## config.mk

```make
export PLATFORM = sky130hd
export DESIGN_NAME = resv_bus_arbiter
export DESIGN_NICKNAME = d
export VERILOG_FILES = /design/src/rtl/resv_bus_arbiter.sv
export SDC_FILE = /design/constraint.sdc
export NUM_CORES = 1
export LEC_CHECK = 0
export BUFFER_PORTS_ARGS = -buffer_cell sky130_fd_sc_hd__clkbuf_2
export CAP_MARGIN = 20
export CORE_UTILIZATION = 35
export DETAILED_ROUTE_END_ITERATION = 10
export PLACE_DENSITY = 0.67
export SETUP_SLACK_MARGIN = 0.5
export SLEW_MARGIN = 15
export SYNTH_ARGS = -nofsm -noshare
export SYNTH_HDL_FRONTEND = slang
export SYNTH_SLANG_ARGS = --single-unit
```

## constraint.sdc

```tcl
create_clock -name clk -period 1.8 [get_ports clk]
set_clock_uncertainty 0.15 [all_clocks]
set_input_delay 0.36 -clock clk [delete_from_list [all_inputs] [get_ports clk]]
set_output_delay 0.36 -clock clk [all_outputs]
set_load 0.05 [all_outputs]
```

## src/rtl/resv_bus_arbiter.sv

```systemverilog
module resv_bus_arbiter #(
  parameter int N = 8
) (
  input  logic         clk,
  input  logic         rst_n,
  input  logic [N-1:0] bus_req,
  input  logic         xfer_strb,
  input  logic         xfer_ack,
  output logic [N-1:0] own_gnt,
  output logic [N-1:0] resv_gnt
);

  logic [N-1:0] own_q, resv_q, own_d, resv_d;
  logic [N-1:0] idle_pick, resv_cand, resv_pick;
  logic         owned, held, done, resv_live;

  assign owned     = |own_q;
  assign held      = |resv_q;
  assign done      = owned & xfer_strb & xfer_ack;
  assign resv_live = |(resv_q & bus_req);

  // lowest set bit wins: x & -x
  assign idle_pick = bus_req & (~bus_req + 1'b1);
  assign resv_cand = bus_req & ~own_q;
  assign resv_pick = resv_cand & (~resv_cand + 1'b1);

  always_comb begin
    if (!owned)    own_d = idle_pick;
    else if (done) own_d = resv_q & bus_req;
    else           own_d = own_q;
  end

  always_comb begin
    if (!owned || done) resv_d = '0;
    else if (held)      resv_d = resv_live ? resv_q : '0;
    else                resv_d = resv_pick;
  end

  always_ff @(posedge clk) begin
    if (!rst_n) begin
      own_q  <= '0;
      resv_q <= '0;
    end else begin
      own_q  <= own_d;
      resv_q <= resv_d;
    end
  end

  assign own_gnt  = own_q;
  assign resv_gnt = resv_q;


  grant_onehot_chk: assert property (@(posedge clk) disable iff (!rst_n)
    $onehot0(own_gnt) && $onehot0(resv_gnt) && ((own_gnt & resv_gnt) == '0));


  own_hold_chk: assert property (@(posedge clk) disable iff (!rst_n)
    (|own_gnt && !(xfer_strb && xfer_ack)) |=> $stable(own_gnt));


  handover_chk: assert property (@(posedge clk) disable iff (!rst_n)
    (|own_gnt && xfer_strb && xfer_ack && |(resv_gnt & bus_req))
      |=> (own_gnt == $past(resv_gnt)) && (resv_gnt == '0));


  go_idle_chk: assert property (@(posedge clk) disable iff (!rst_n)
    (|own_gnt && xfer_strb && xfer_ack && !(|(resv_gnt & bus_req)))
      |=> (own_gnt == '0) && (resv_gnt == '0));


  resv_keep_chk: assert property (@(posedge clk) disable iff (!rst_n)
    (|(resv_gnt & bus_req) && !(xfer_strb && xfer_ack)) |=> $stable(resv_gnt));


  resv_drop_chk: assert property (@(posedge clk) disable iff (!rst_n)
    (|resv_gnt && !(|(resv_gnt & bus_req))) |=> (resv_gnt == '0));

endmodule

```

======== Word-level counts from Yosys, hierarchy flattened ========
Index checks and enable logic that the tools add are counted.
storage, ports and cells
  output and inout bits ................... 16
  bits of input ports ..................... 12
  word-level logic and storage cells ...... 26
  register bits ........................... 16
cells by class
  reductions and logical operators ........ 6
  add/subtract/negate cells ............... 2
  bitwise logic cells ..................... 10
  multiplexer cells ....................... 4
  eq/ne operators ......................... 2
operators by type and width
  operator             count
  $and 8x8->8          4
  $mux 8               4
  $not 8->8            3
  $reduce_or 8->1      3
  $add 8x1->8 const B  2
  $and 1x1->1          2
  $ne 2x1->1 const B   1
  $ne 2x2->1 const B   1
  $reduce_or 2->1      1
  $logic_not 1->1      1
  $logic_or 1x1->1     1
  $not 1->1            1

======== Depth between registers and ports, before layout ========
  depth after elaboration ................. 6
  depth in mapped cells ................... 5
  mapped depth without buffers ............ 4

======== Least setup slack after synthesis ========
No wires, ideal clock.
  kind .................................... reg-to-reg
  start point ............................. reg own_q[2], in the netlist own_gnt[2]
  end point ............................... reg own_q[1], in the netlist own_gnt[1]
  path buffers ............................ 1
  arrival ................................. 1,676 ps
  cell stages (with the launch flop) ...... 6
  slack ................................... -147 ps
  setup time .............................. 120 ps
  required time ........................... 1,530 ps
  period minus slack after synthesis ...... 1,947 ps
  cell sequence ........................... dfxtp_1 -> or4_4 -> or2_1 -> buf_2 -> a22oi_1 -> a21boi_1
on the way
  cells in the longest elaborated chain, start to end .. 4
  elaborated cells between the ends (all ways) .. 5
  those cells by class .................... eq/ne (1); mux (1); bitwise (2); reduce/logical (1)
RTL lines
  what                         RTL line  RTL
  start: declaration           13        logic [N-1:0] own_q, resv_q, own_d, resv_d;
  start signal: assignment     44        own_q <= own_d;
  $reduce_or 8->1 (*)          17        assign owned = |own_q;
  $and 1x1->1 (2 in series)    19        assign done = owned & xfer_strb & xfer_ack;
  $ne 2x1->1 (no source line)  --
Mark *: on every way between the ends. The rest lies on a longest branch, timed or not.
A chain may end at the register's enable or synchronous reset.

======== Worst setup path in the final report ========
  start point ............................. reg resv_q[7], in the netlist resv_gnt[7]
  end point ............................... reg resv_q[7], in the netlist resv_gnt[7]
on the way
  cells in the longest elaborated chain, start to end .. 3
  elaborated cells between the ends (all ways) .. 5
  those cells by class .................... eq/ne (1); mux (1); bitwise (1); reduce/logical (2)
RTL lines
  what                         RTL line  RTL
  start: declaration           13
  start signal: assignment     45        resv_q <= resv_d;
  $and 8x8->8                  20        assign resv_live = |(resv_q & bus_req);
  $reduce_or 8->1              20
  $ne 2x2->1 (no source line)  --
Several ways; a longest one is shown, not always the timed one.

==> run_results.csv <==
group,metric,value,unit
clock_network,clk_root_buffer_cell,"sky130_fd_sc_hd__clkbuf_4",
synth,yosysMostFrequentCell,"sky130_fd_sc_hd__dfxtp_1",
timing,max-slew-margin-rel,57.7,%
worst_setup_path,critPathKind,"flip-flop to flip-flop",
final_layout,diodes,0,
die,coreArea,2300,sq um
global_route,antenna_found_initial,0,
clock_network,cts_sinks,16,
placement,gp_congestion,0.867,
run,max_cap_viol_count,0,
clock_network,cts_tree,"done",
worst_setup_path,r2r_start,"resv_gnt[7]",
timing,setup_viol,0,
clock_network,insertion_delay_to_the_later_sink_of_the_worst_skew_pair,0.30,ns
die,floorplan.rows,17,
timing,finalSetupTns,0,ns
synth,yosysTopAreaCell,"sky130_fd_sc_hd__dfxtp_1",
timing,layout_min_cycle_time,1.76,ns
synth,syn_area,885,sq um
clock_network,tritoncts.num_buffers,3,
clock_network,cts_hold_repair_buffers,0,
power_and_ir_drop,leakagePower,0.595,nW
timing,rsz_0062_raised_after_global_routing,"yes",
outcome,run_status,"completed",
routing,remaining_drc_errors,0,
synth,post-synth-top-area-fraction,36.2,%
synth,synth.area.top_cells,"sky130_fd_sc_hd__dfxtp_1 (36%), sky130_fd_sc_hd__nand2_1 (5.9%), sky130_fd_sc_hd__a21oi_1 (5.1%)",
global_route,grt_util_all_layers,25.1,%
global_route,grt_first_pass_wirelength,4890,um
synth,netlist_top_cells_count,"sky130_fd_sc_hd__dfxtp_1 (16), sky130_fd_sc_hd__nand2_1 (14), sky130_fd_sc_hd__nor2_1 (10), sky130_fd_sc_hd__a21oi_1 (9), sky130_fd_sc_hd__o21ai_0 (9)",
die,floorplan.initialDensity,38.5,%
worst_setup_path,crit_path_capture_type,"flip-flop",
global_route,largest_net_degree_at_the_start_of_global_routing,10,
die,die_w,52.3,um
clock_network,cts.reportedPaths.clkPinSlew,0.10,ns
timing,period_share,97.9,%
hold_path,worstHoldPathCells,3,
global_route,overflow,0,
timing,report.final.hold_viol_count,0,
routing,wl,3190,um
timing,worst-slew-pin-transition,0.629,ns
routing,drt-wirelength-per-cell,17.7,um
final_layout,synthToLayoutAreaGrowth,82.5,%
worst_setup_path,arrival,1.85,ns
synth,synth_cell_type_count,31,
timing,final-max-slew-violation-count,0,
placement,place_area,1130,sq um
clock_network,max-clock-path-buffers,2,
timing,maxClockFrequency,0.568,GHz
worst_setup_path,worstPathRequired,1.89,ns
synth,synth-warning-count,0,
synth,synthesis.area_per_instance,7.97,sq um
die,die_height,52.3,um
final_layout,drive_above_1_share,54.6,%
final_layout,nNetsFinal,165,
worst_setup_path,crit_path_start,"resv_gnt[7]",
placement,port_buffers,27,
die,fp.dieArea,2730,sq um
hold_path,hold_path.startpoint,"bus_req[6]",
routing,dr.pass1.iters,4,
synth,dominantRegCellSynth,"sky130_fd_sc_hd__dfxtp_1",
timing,post-route-worst-setup-slack,0.0383,ns
hold_path,hold_path.class,"input pin to flip-flop",
routing,antenna_left,0,
clock_network,htreeDepth,1,
routing,detail_route.vias_per_cell,5.72,
routing,drt_first_iter_violations,22,
global_route,grt_pass1_vias,1037,
power_and_ir_drop,peakVddDrop,0.000432,V
power_and_ir_drop,power_per_standard_cell_area,566,nW/um^2
final_layout,filler_cell_count,162,
worst_setup_path,worstPathMaxFanout,7,
synth,number_of_flops_mapped_to_enable_cells_by_yosys,0,
synth,synthesis.nets,123,
synth,synth-seq-cells,16,
placement,pre_cts_ws,-0.00360,ns
synth,synth_cells,111,
synth,ys_async_sr_fraction,0,%
routing,route.vias.total,1030,
placement,detailed_place_hpwl,2030,um
die,i_o_pin_count,28,
worst_setup_path,ff2ff_path_depth,4,
synth,synth-seq-area-share,36.2,%
final_layout,fin_area,1610,sq um
worst_setup_path,element_type_at_the_critical_path_start,"flip-flop",
worst max-delay path: stages (launching register included):
cell and delay, ns:
sky130_fd_sc_hd__dfxtp_2 0.33, sky130_fd_sc_hd__or4_4 0.55, sky130_fd_sc_hd__nor3_4 0.34, sky130_fd_sc_hd__nand4_1 0.16
sky130_fd_sc_hd__a21oi_1 0.15
worst paths after layout:
path,endpoint,slack [ns]
setup / recovery,resv_gnt[7],0.04
setup reg to reg,resv_gnt[7],0.04
hold reg to reg,own_gnt[0],0.38
hold / removal,own_gnt[6],0.18
power breakdown:
group / total (mW) / switching, mW / internal, mW
clock network: 0.248 / 0.124 / 0.124
registers: 0.367 / 0.0150 / 0.352
logic: 0.299 / 0.171 / 0.128
total: 0.914 / 0.311 / 0.603
cells by family (layout without fill, tap and decap cells):
logic type	after synthesis	after routing	synth area share, %
compound gates	31	31	21.4
buf+inv	2	43	0.989
flops	16	16	36.2
simple gates	62	62	41.4
routing by layer:
metal / vias to the layer above / GRT usage (%) / share of wire (%)
met3: 9 / 5.51 / 4.9
met4: 0 / 11.0 / 1.8
li1: 495 / - / -
met5: - / 0 / 0
met2: 35 / 42.5 / 51
met1: 491 / 30.2 / 43
sequential cells by signal, summed over array words and instances (netlist names):
signal and flops:
resv_gnt 8, own_gnt 8
cell type report:
type / instances / area (sq um) / share of cell area, %
Clock buffer: 4 / 36.3 / 2.25
Multi-Input combinational cell: 93 / 646 / 40.0
Sequential cell: 16 / 375 / 23.3
Tap cell: 28 / 35.0 / 2.17
Timing Repair Buffer: 39 / 522 / 32.3
per-stage QoR:
stage | util [%] | power, mW | hold WS, ns | cells
2_1_floorplan | - | 0.534 | 0.327 | 111
4_1_cts | 66.4 | 0.894 | 0.181 | 175
6_report | 70.3 | 0.914 | 0.176 | 180
3_5_place_dp | 49.0 | 0.597 | 0.346 | 168
5_1_grt | 70.3 | 0.956 | 0.171 | 180
3_3_place_gp | 49.0 | 0.591 | 0.328 | 168
timing repair:
action | 4_1_cts | 5_1_grt
pin swaps | 16 | 11
resized for setup | 68 | 19
buffers inserted | 3 | 5
endpoints found under the setup margin | 32 | 32
cloned | 0 | 0
layout by cell type (no fill, tap or decap), drive strengths merged:
cell type	synthesis	routed
a21boi	6	6
nand3	6	6
a22oi	5	5
nor2	11	11
buf	1	17
and4b	1	1
nor2b	7	7
nand4b	1	1
nor3	4	4
nor3b	2	2
nand2	14	14
or2	1	1
clkbuf	1	26
a21oi	9	9
and2	1	1
or4	4	4
o21ai	9	9
and3	1	1
and4	1	1
nor4	1	1
o31a	1	1
o21a	1	1
nand3b	2	2
dfxtp	16	16
nand4	5	5
Power figures use the tool's default switching activity.
